File: src/rtl/flagupd_pkg.sv
package flagupd_pkg;

    typedef enum logic [2:0] {
        OPC_ADD   = 3'd0,
        OPC_ADC   = 3'd1,
        OPC_SUB   = 3'd2,
        OPC_SBC   = 3'd3,
        OPC_LOGIC = 3'd4,
        OPC_MUL   = 3'd5,
        OPC_LMUL  = 3'd6,
        OPC_NONE  = 3'd7
    } opc_e;

    typedef enum logic [1:0] {
        ST_IDLE    = 2'd0,
        ST_FLAGS   = 2'd1,
        ST_RESTORE = 2'd2
    } st_e;

    typedef struct packed {
        logic n;
        logic z;
        logic c;
        logic v;
    } nzcv_t;

    localparam int NFLAGS = 4;

endpackage

File: src/rtl/fu_arith.sv
// Carry and overflow recovered from operands and a result computed elsewhere.
// The formulas hold for any carry-in, so the with-carry classes need no extra input.
module fu_arith #(
    parameter int W = 32
) (
    input  logic [W-1:0] a,
    input  logic [W-1:0] b,
    input  logic [W-1:0] r,
    input  logic         is_sub,
    output logic         carry,
    output logic         ovf
);
    localparam int MSB = W - 1;

    logic [W-1:0] b_eff;
    logic [W-1:0] gen_t;

    always_comb begin
        // A subtraction is an addition of the inverted subtrahend.
        b_eff = is_sub ? ~b : b;
        gen_t = (a & b_eff) | ((a | b_eff) & ~r);
        carry = gen_t[MSB];
        ovf   = (a[MSB] == b_eff[MSB]) && (r[MSB] != a[MSB]);
    end
endmodule

File: src/rtl/fu_select.sv
module fu_select
    import flagupd_pkg::*;
#(
    parameter int W = 32
) (
    input  opc_e         cls,
    input  logic [W-1:0] a,
    input  logic [W-1:0] b,
    input  logic [W-1:0] r,
    input  logic [W-1:0] hi,
    input  logic         shc,
    input  logic [W-1:0] cur,
    output logic [W-1:0] word_nx
);
    localparam int LOWW = W - NFLAGS;

    nzcv_t cur_f;
    nzcv_t f;
    logic  ar_c;
    logic  ar_v;
    logic  r_zero;
    logic  hi_zero;
    logic  sub_sel;

    assign cur_f   = cur[W-1 -: NFLAGS];
    assign r_zero  = ~|r;
    assign hi_zero = ~|hi;
    assign sub_sel = (cls == OPC_SUB) || (cls == OPC_SBC);

    fu_arith #(.W(W)) u_arith (
        .a      (a),
        .b      (b),
        .r      (r),
        .is_sub (sub_sel),
        .carry  (ar_c),
        .ovf    (ar_v)
    );

    always_comb begin
        f = cur_f;
        unique case (cls)
            OPC_ADD, OPC_ADC, OPC_SUB, OPC_SBC: begin
                f.n = r[W-1];
                f.z = r_zero;
                f.c = ar_c;
                f.v = ar_v;
            end
            OPC_LOGIC: begin
                f.n = r[W-1];
                f.z = r_zero;
                f.c = shc;
            end
            OPC_MUL: begin
                f.n = r[W-1];
                f.z = r_zero;
            end
            OPC_LMUL: begin
                f.n = hi[W-1];
                f.z = r_zero & hi_zero;
            end
            OPC_NONE: begin
                f = cur_f;
            end
        endcase
    end

    generate
        if (LOWW > 0) begin : g_low
            assign word_nx = {f, cur[LOWW-1:0]};
        end else begin : g_nolow
            assign word_nx = f;
        end
    endgenerate
endmodule

File: src/rtl/cond_flag_updater.sv
module cond_flag_updater
    import flagupd_pkg::*;
#(
    parameter int W = 32
) (
    input  logic         clk,
    input  logic         rst_n,
    input  logic         op_valid,
    input  logic [2:0]   op_class,
    input  logic         cmp_only,
    input  logic         dest_pc,
    input  logic         has_saved,
    input  logic [W-1:0] opnd_a,
    input  logic [W-1:0] opnd_b,
    input  logic [W-1:0] result,
    input  logic [W-1:0] prod_hi,
    input  logic         shift_carry,
    input  logic [W-1:0] cur_status,
    input  logic [W-1:0] saved_status,
    output logic [W-1:0] status_out,
    output logic         restore_pulse,
    output logic         upd_valid,
    output logic         reg_we
);
    localparam int LOWW = W - NFLAGS;
    localparam int POSC = W - 3;
    localparam int POSV = W - 4;

    st_e          state_q;
    st_e          state_nx;
    logic [W-1:0] word_nx;

    fu_select #(.W(W)) u_sel (
        .cls     (opc_e'(op_class)),
        .a       (opnd_a),
        .b       (opnd_b),
        .r       (result),
        .hi      (prod_hi),
        .shc     (shift_carry),
        .cur     (cur_status),
        .word_nx (word_nx)
    );

    // take_idle / take_restore / take_flags
    always_comb begin
        if (!op_valid)
            state_nx = ST_IDLE;
        else if (dest_pc && has_saved)
            state_nx = ST_RESTORE;
        else
            state_nx = ST_FLAGS;
    end

    always_ff @(posedge clk) begin
        if (!rst_n) state_q <= ST_IDLE;
        else        state_q <= state_nx;
    end

    always_ff @(posedge clk) begin
        if (!rst_n) begin
            status_out <= '0;
            reg_we     <= 1'b0;
        end else begin
            unique case (state_nx)
                ST_IDLE: begin
                    reg_we <= 1'b0;
                end
                ST_FLAGS: begin
                    status_out <= word_nx;
                    reg_we     <= ~cmp_only;
                end
                ST_RESTORE: begin
                    status_out <= saved_status;
                    reg_we     <= ~cmp_only;
                end
                default: begin
                    reg_we <= 1'b0;
                end
            endcase
        end
    end

    assign restore_pulse = (state_q == ST_RESTORE);
    assign upd_valid     = (state_q != ST_IDLE);

    // the restored word is the saved word unchanged
    a_r7_restore_word: assert property (@(posedge clk) disable iff (!rst_n)
        restore_pulse |-> status_out == $past(saved_status));

    // logical class keeps V
    a_r4_logic_keeps_v: assert property (@(posedge clk) disable iff (!rst_n)
        (state_q == ST_FLAGS && $past(op_class) == 3'd4)
            |-> status_out[POSV] == $past(cur_status[POSV]));

    // long multiply keeps C and V
    a_r6_lmul_keeps_cv: assert property (@(posedge clk) disable iff (!rst_n)
        (state_q == ST_FLAGS && $past(op_class) == 3'd6)
            |-> status_out[POSC:POSV] == $past(cur_status[POSC:POSV]));

    // compare and test never enable a register write
    a_r9_cmp_no_we: assert property (@(posedge clk) disable iff (!rst_n)
        (upd_valid && $past(cmp_only)) |-> !reg_we);

    // an idle cycle leaves the word untouched
    a_r10_hold: assert property (@(posedge clk) disable iff (!rst_n)
        !upd_valid |-> ($stable(status_out) && !reg_we));

    generate
        if (LOWW > 0) begin : g_lowchk
            // low bits copied from the current word
            a_r8_low_kept: assert property (@(posedge clk) disable iff (!rst_n)
                (state_q == ST_FLAGS)
                    |-> status_out[LOWW-1:0] == $past(cur_status[LOWW-1:0]));
        end
    endgenerate
endmodule

File: config.mk
export PLATFORM = sky130hd
export DESIGN_NAME = cond_flag_updater
export DESIGN_NICKNAME = d
export VERILOG_FILES = /design/src/rtl/flagupd_pkg.sv /design/src/rtl/fu_arith.sv /design/src/rtl/fu_select.sv /design/src/rtl/cond_flag_updater.sv
export SDC_FILE = /design/constraint.sdc
export NUM_CORES = 1
export LEC_CHECK = 0
export ABC_AREA = 1
export BUFFER_PORTS_ARGS = -buffer_cell sky130_fd_sc_hd__clkbuf_2
export CORE_AREA = 2 2 92 94
export CTS_CLUSTER_SIZE = 24
export DETAILED_ROUTE_END_ITERATION = 10
export DIE_AREA = 0 0 94 96
export PLACE_DENSITY = 0.72
export RECOVER_POWER = 50
export SLEW_MARGIN = 10
export SYNTH_ARGS = -nofsm -noshare
export SYNTH_HDL_FRONTEND = slang
export SYNTH_HIERARCHICAL = 1
export SYNTH_SLANG_ARGS = --single-unit
File: constraint.sdc
create_clock -name clk -period 1.6 [get_ports clk]
set_input_delay 0.24 -clock clk [delete_from_list [all_inputs] [get_ports clk]]
set_output_delay 0.24 -clock clk [all_outputs]
set_load 0.005 [all_outputs]
# Word level (Yosys, flattened, before mapping)
# Cells that the tools add are included.
# op_classes
reduce_logical	14
n_eq_ne	12
muxes	7
bitwise_logic	8
# ops
cell	n
$and A32 B32 Y32	2
$not A32 Y32	2
$or A32 B32 Y32	2
$pmux W32 S2	1
$reduce_or A32 Y1	2
$mux W32	1
$eq A3 B3 Y1 const B	4
$eq A3 B2 Y1 const B	2
$pmux W2 S3	1
$reduce_or A6 Y1	1
$eq A2 B2 Y1 const B	2
$mux W2	2
$reduce_bool A2 Y1	2
$reduce_or A4 Y1	1
$eq A3 B1 Y1 const B	1
$logic_not A3 Y1	1
$eq A2 B1 Y1 const B	1
$logic_and A1 B1 Y1	2
$logic_not A1 Y1	2
$pmux W1 S2	1
$reduce_and A2 Y1	1
$reduce_or A2 Y1	1
$and A1 B1 Y1	1
$eq A1 B1 Y1	1
4 further kinds	4
# word_totals
out_inout_bits	35
ff_bits	35
in_bits	202

# Logic depth before layout (Yosys ltp)
# Gate-level depths: netlist of the first run.
# depth
ltp_word	8
ltp_mapped	11

# By module
# Netlist of the first run, hierarchy kept.
# by_module_without_submodules
module	instances	area_per_inst_um2	cells_each	seq_area_each_um2
cond_flag_updater	1	1555.2	223	700.7
fu_select	1	546.8	109	0.0
fu_arith	1	78.8	14	0.0

# Worst setup path before layout of the first run
# OpenSTA, ideal clock, no wires.
# synth_timing
kind	input to register
start	in op_class[1]
end	reg status_out[28]
setup_ns	0.119
stages	10
setup_slack_ns	0.243
path_buffers	0
t_arrival_ns	1.238
required_ns	1.481
path_cell_list	inv_1 -> nor2_1 -> xnor2_1 -> ha_1 -> inv_1 -> nand2_1 -> nor2_1 -> mux2_2 -> nand2_1 -> nand3_1
# synth_between
elab_chain_cells	7
# synth_lines
element	line	text
from (decl)	cond_flag_updater.sv:9	input logic [2:0] op_class,
$eq A3 B2 Y1	fu_select.sv:28	assign sub_sel = (cls == OPC_SUB) || (cls == OPC_SBC);
$logic_or A1 B1 Y1 (*)	fu_select.sv:28	
named net u_sel.sub_sel	fu_select.sv:23	logic sub_sel;
$mux W32 (*)	fu_arith.sv:20	b_eff = is_sub ? ~b : b;
$eq A1 B1 Y1 (*)	fu_arith.sv:23	ovf = (a[MSB] == b_eff[MSB]) && (r[MSB] != a[MSB]);
$logic_and A1 B1 Y1 (*)	fu_arith.sv:23	
named net u_sel.ar_v	fu_select.sv:20	logic ar_v;
$mux W1 (*)	fu_select.sv:41	unique case (cls)
named net word_nx[28]	cond_flag_updater.sv:31	logic [W-1:0] word_nx;
$pmux W32 S2 (*)	cond_flag_updater.sv:64	unique case (state_nx)
to (signal assigned)	cond_flag_updater.sv:69	status_out <= word_nx;
to (signal assigned)	cond_flag_updater.sv:73	status_out <= saved_status;
to (decl)	cond_flag_updater.sv:20	output logic [W-1:0] status_out,
# Mark *: on every way through the listed nets, which the timed path passes. The rest lies on a longest branch.
# A chain may end at the register's enable or synchronous reset.

# Worst setup path in the final report of the first run
# layout_timing
start	in dest_pc
end	reg status_out[25]
# layout_between
elab_chain_cells	5
# layout_lines
element	line	text
from (decl)	cond_flag_updater.sv:11	input logic dest_pc,
$logic_and A1 B1 Y1 (*)	cond_flag_updater.sv:48	else if (dest_pc && has_saved)
$mux W2 (*)	cond_flag_updater.sv:48	
$mux W2 (*)	cond_flag_updater.sv:46	if (!op_valid)
$eq A2 B2 Y1 / $eq A2 B1 Y1 (equally long branches)	cond_flag_updater.sv:64	
$pmux W32 S2 / $reduce_bool A2 Y1 (equally long branches)	n/a	
# Every way passes the cells marked *; elsewhere a longest branch is shown, timed or not.

==> impl_metrics.py, run 1 <==
metrics = {
    "clock_network": {
        "tritoncts": "built",
        "clockBufferDepth": 2,
        "clock_latency_ns": 0.27,
        "cts.htree.levels": 2,
        "cts_sinks": 35,
        "cts_hold_buffers": 0,
        "cts_buffers": 5,
        "cts.clk_slew.worst_paths_ns": 0.07,
        "post_cts.repair.setup_buffers": 0,
        "cts_resized": 0,
        "ctsRootBufferMaster": "clkbuf_8",
    },
    "global_route": {
        "antenna_found_initial": 0,
        "grt_pass1_vias": 2325,
        "grt_pass1_wl_um": 10100,
        "grt_use_total_pct": 14.0,
        "grt_max_degree": 30,
        "overflow": 0,
    },
    "yosys": {
        "yosys-top-cells-area": "dfxtp_1 32%, nand2_1 16%, nand3_1 14%",
        "yosysWarnings": 6,
        "yosysTopAreaCellShare_pct": 32.1,
        "synth_cells": 346,
        "synth_nets": 550,
        "ys_types": 22,
        "ys_seq_area_share_pct": 32.1,
        "synth_area_sq_um": 2180,
        "synth-seq-cells": 35,
        "syn_area_per_cell_sq_um": 6.30,
        "post-synth-top-area-cell": "dfxtp_1",
    },
    "die": {
        "start_util_pct": 27.1,
        "die_h_um": 96,
        "die_w_um": 94,
        "rows": 33,
        "fp.dieArea_sq_um": 9020,
        "ios": 237,
        "core_sq_um": 8050,
    },
    "routing": {
        "viasPerCell": 4.29,
        "drc_errors": 0,
        "wirelength_um": 6380,
        "dr.pass1.iters": 4,
        "vias": 2568,
        "drt_first_iter_violations": 70,
        "ant_nets": 0,
        "wire_per_inst_um": 10.7,
    },
    "finish": {
        "area_growth_pct": 39.2,
        "fillers": 883,
        "layout.nets": 696,
        "final_cell_mix": "164 x clkbuf_2, 97 x nand2_1, 61 x nor2_1, 61 x nand3_1, 35 x dfxtp_1",
        "diodes": 0,
        "layout-drive-gt1-share_pct": 37.9,
        "final_common_cell": "clkbuf_2",
    },
    "pwr": {
        "p_total_uw": 2230,
        "vdd_drop_max_v": 0.000414,
        "p_leak_uw": 0.00171,
        "power.density_nw_per_um2": 733,
    },
    "setup_path": {
        "end_kind": "flip-flop",
        "critical-path-slowest-cell": "clkbuf_1",
        "crit_chain": "clkbuf_1 -> nand2_1 -> clkbuf_2 -> nand3_1 -> nand3_1 -> nand2_1 -> inv_1",
        "max_stage_delay_ns": 0.44,
        "startpoint_type": "input port",
        "worstPathArrival_ns": 1.49,
        "crit_type": "in2reg",
        "critPathMaxFanout": 13,
        "required_ns": 1.77,
    },
    "sta": {
        "relSlewSlack_pct": 60.6,
        "finClkSkew_ns": 0,
        "setup_viol": 0,
        "hold_viol": 0,
        "slew_violations": 0,
        "totalNegativeSetupSlack_ns": 0,
        "rsz0062_at_grt": "no",
        "tightest_slew_ns": 0.591,
        "fin_crit_ns": 1.31,
        "max_freq_mhz": 761,
        "fin_crit_sh_pct": 82.1,
    },
    "outcome": {
        "status": "complete, no violations",
    },
    "place": {
        "dp_hpwl_um": 5440,
        "gp_congestion": 0.789,
        "port_buffers": 174,
    },
    "min_path": {
        "min_path_type": "in2reg",
    },
    "run": {
        "maxCapViolations": 0,
    },
}
[final timing paths]
kind,start,depth (start not counted),to,slack [ns]
max,dest_pc,7,status_out[25],0.29
min,cmp_only,2,reg_we,0.11
max reg2reg,status_out[3],4,status_out[3],0.95
min reg2reg,status_out[15],2,status_out[15],0.50
[report_power, final]
group          total, uW  switching (uW)  internal (uW)
clock                801             297            504
combinational        465             226            239
sequential           959            29.3            930
[per-stage QoR]
step	hold slack (ns)	worst slack, ns	utilization (%)	area (sq um)	instances
2_1_floorplan	0.312	0.243	-	2180	346
3_3_place_gp	0.402	0.0672	36.5	2940	590
3_5_place_dp	0.403	0.0190	36.5	2940	590
4_1_cts	0.0980	0.325	38.0	3060	598
5_1_grt	0.105	0.134	37.7	3040	598
6_report	0.112	0.286	37.7	3040	598
[registers in the layout, indices dropped and copies added (netlist names)]
name	cells
reg_we	1
state_q	2
status_out	32
[cell families (layout without fill, tap and decap cells)]
group | count (synthesis) | count (layout) | share of synthesized area (%)
compound gates | 6 | 6 | 1.55
xor+xnor | 1 | 1 | 0.402
fa+ha+maj | 2 | 2 | 1.15
buf+inv | 66 | 213 | 17.8
flops | 35 | 35 | 32.1
mux | 1 | 1 | 0.516
simple gates | 235 | 235 | 46.4
[worst max-delay path: cells and delay by family]
kind          cells  cell delay, ns
buf+inv           3            0.76
simple gates      4            0.48
[final cells by class]
cell class	count	area, sq um	share of cell area (%)
clock inverters	2	35.0	1.15
inverters	23	86.3	2.84
flip-flops and latches	35	701	23.1
clock buffers	6	82.6	2.72
multi-input cells	245	1090	35.8
repair buffers	182	915	30.1
well taps	105	131	4.33
[routing by layer]
| metal | global-route usage (%) | vias to the layer above | share of wire (%) |
|---|---|---|---|
| met5 | 0 | - | 0 |
| met4 | 2.17 | 0 | 0.52 |
| met3 | 2.90 | 2 | 7.9 |
| met2 | 27.2 | 119 | 52 |
| met1 | 15.9 | 1092 | 40 |
| li1 | - | 1355 | - |
[synth_stat cells]
cell type	instances
nor2_2	3
nand2_1	95
ha_1	2
mux2_2	1
nand2_2	3
clkbuf_1	1
a21oi_1	1
nand3_1	61
buf_2	8
nor2_1	61
buf_4	33
nor2_4	1
nand4_1	9
nand3_2	1
xnor2_1	1
o21ai_0	3
o21bai_1	1
inv_1	23
a31oi_1	1
dfxtp_1	35
or2_2	1
buf_6	1
Note: power is estimated with default switching activity, not from simulation.
==> run 2, diff against run 1 <==
--- a/config.mk
+++ b/config.mk
@@ -11,7 +11,7 @@
 export CTS_CLUSTER_SIZE = 24
 export DETAILED_ROUTE_END_ITERATION = 10
 export DIE_AREA = 0 0 94 96
-export PLACE_DENSITY = 0.72
+export PLACE_DENSITY = 0.75
 export RECOVER_POWER = 50
 export SLEW_MARGIN = 10
 export SYNTH_ARGS = -nofsm -noshare
==> constraint.sdc (replaced) <==
create_clock -name clk -period 1.2 [get_ports clk]
set_input_delay 0.18 -clock clk [delete_from_list [all_inputs] [get_ports clk]]
set_output_delay 0.18 -clock clk [all_outputs]
set_load 0.005 [all_outputs]
==> run 2 against run 1 <==
Critical path depth shrank 5. Clock power increased by 4.1%. Clock skew stayed put. First-iteration DRC count rose by 20%. Non-clock buffer count up 4. Worst hold slack worse by 0.063 ns. Count of clock-buffer cells in the layout is 1 higher. Final area is 1.5% higher. Cell count grew 0.67%. Flip-flop and latch count is the same. Sequential power up 33%. Combinational power is 44% higher. Critical path type is now reg2out. Critical endpoint is now upd_valid. Highest routed layer unchanged.
==> impl_metrics.py, run 2 (synthesis gave the netlist of run 1 again) <==
metrics = {
    "outcome": {
        "status": "complete, no violations",
    },
    "routing": {
        "wire_per_inst_um": 11.9,
        "drt_first_iter_violations": 84,
        "dr.pass1.iters": 4,
        "drc_errors": 0,
        "ant_nets": 0,
        "vias": 2632,
        "wirelength_um": 7180,
        "viasPerCell": 4.37,
    },
    "global_route": {
        "grt_pass1_wl_um": 10800,
        "grt_max_degree": 30,
        "grt_pass1_vias": 2363,
        "antenna_found_initial": 0,
        "grt_use_total_pct": 15.4,
        "overflow": 0,
    },
    "setup_path": {
        "path_delay_family": "flip-flops",
        "end_kind": "output pin",
        "reg2reg_slack_ns": 0.52,
        "crit_buf_inv": 1,
        "max_stage_delay_ns": 0.31,
        "required_ns": 1.02,
        "critPathMaxFanout": 2,
        "worstPathArrival_ns": 0.99,
        "crit_type": "reg2out",
        "startpoint_type": "flip-flop",
        "critical-path-slowest-cell": "dfxtp_1",
        "crit_chain": "or2_2 -> clkbuf_2",
    },
    "place": {
        "gp_congestion": 0.761,
        "dp_hpwl_um": 5930,
        "port_buffers": 174,
    },
    "pwr": {
        "p_leak_uw": 0.00175,
        "vdd_drop_max_v": 0.000398,
        "p_total_uw": 2780,
        "power.density_nw_per_um2": 902,
    },
    "die": {
        "ios": 237,
        "die_h_um": 96,
        "core_sq_um": 8050,
        "fp.dieArea_sq_um": 9020,
        "start_util_pct": 27.1,
        "rows": 33,
        "die_w_um": 94,
    },
    "finish": {
        "layout-drive-gt1-share_pct": 40.0,
        "fillers": 881,
        "final_cell_mix": "172 x clkbuf_2, 96 x nand2_1, 61 x nor2_1, 61 x nand3_1, 35 x dfxtp_1",
        "largest-register": "status_out",
        "area_growth_pct": 41.4,
        "layout.nets": 700,
        "diodes": 0,
        "reg_top3": "status_out (32), state_q (2), reg_we (1)",
        "largest_register_ffs": 32,
        "final_common_cell": "clkbuf_2",
    },
    "sta": {
        "slew_violations": 0,
        "finClkSkew_ns": 0,
        "hold_viol": 0,
        "tightest_slew_ns": 0.384,
        "max_freq_mhz": 857,
        "fin_crit_ns": 1.17,
        "setup_viol": 0,
        "relSlewSlack_pct": 74.4,
        "totalNegativeSetupSlack_ns": 0,
        "rsz0062_at_grt": "no",
        "fin_crit_sh_pct": 97.2,
    },
    "clock_network": {
        "post_cts.repair.setup_buffers": 0,
        "cts.htree.levels": 2,
        "tritoncts": "built",
        "cts_buffers": 5,
        "cts_hold_buffers": 0,
        "cts_sinks": 35,
        "clock_latency_ns": 0.28,
        "clockBufferDepth": 2,
        "ctsRootBufferMaster": "clkbuf_8",
        "cts.clk_slew.worst_paths_ns": 0.07,
    },
    "min_path": {
        "min_path_type": "in2reg",
    },
    "run": {
        "maxCapViolations": 0,
    },
}
## run 2: repair_timing
action | in CTS | in global routing
hold endpoints to repair | 0 | 0
setup endpoints to repair | 0 | 1
resized for setup | 0 | 4
## run 2: layout make-up
type	count	area (sq um)	share of cell area (%)
repair buffers	186	983	31.9
well taps	105	131	4.26
multi-input cells	245	1090	35.4
clock inverters	1	5.00	0.162
flip-flops and latches	35	701	22.7
clock buffers	7	76.3	2.48
inverters	23	93.8	3.04
## run 2: worst paths after layout
| check | start | end | cells after the start |
|---|---|---|---|
| setup reg to reg | status_out[27] | status_out[27] | 4 |
| hold / removal | cmp_only | reg_we | 2 |
| setup / recovery | state_q[1] | upd_valid | 2 |
| hold reg to reg | status_out[4] | status_out[4] | 2 |
## run 2: per-layer routing
metal / track usage [%] / share of wire (%)
met1: 17.2 / 40
met2: 27.3 / 47
met3: 4.39 / 10
met4: 6.40 / 2.6
met5: 0 / 0
## run 2: report_power, final
part | switching (uW) | internal, uW | leakage [uW]
Combinational | 323 | 346 | 0.00142
Sequential | 39.9 | 1240 | 0.000288
Clock | 426 | 408 | 0.0000422
## run 2: metrics by stage
step                      setup WS [ns]  instance area (sq um)  std cells  hold slack, ns  utilization (%)
after floorplan                 -0.0105                   2200        346           0.252                -
after global placement           -0.258                   3030        594           0.345             37.6
after detailed placement         -0.309                   3030        594           0.348             37.6
after CTS                      0.000286                   3110        602          0.0419             38.6
after global routing            0.00116                   3080        602          0.0409             38.3
final                            0.0335                   3080        602          0.0483             38.3
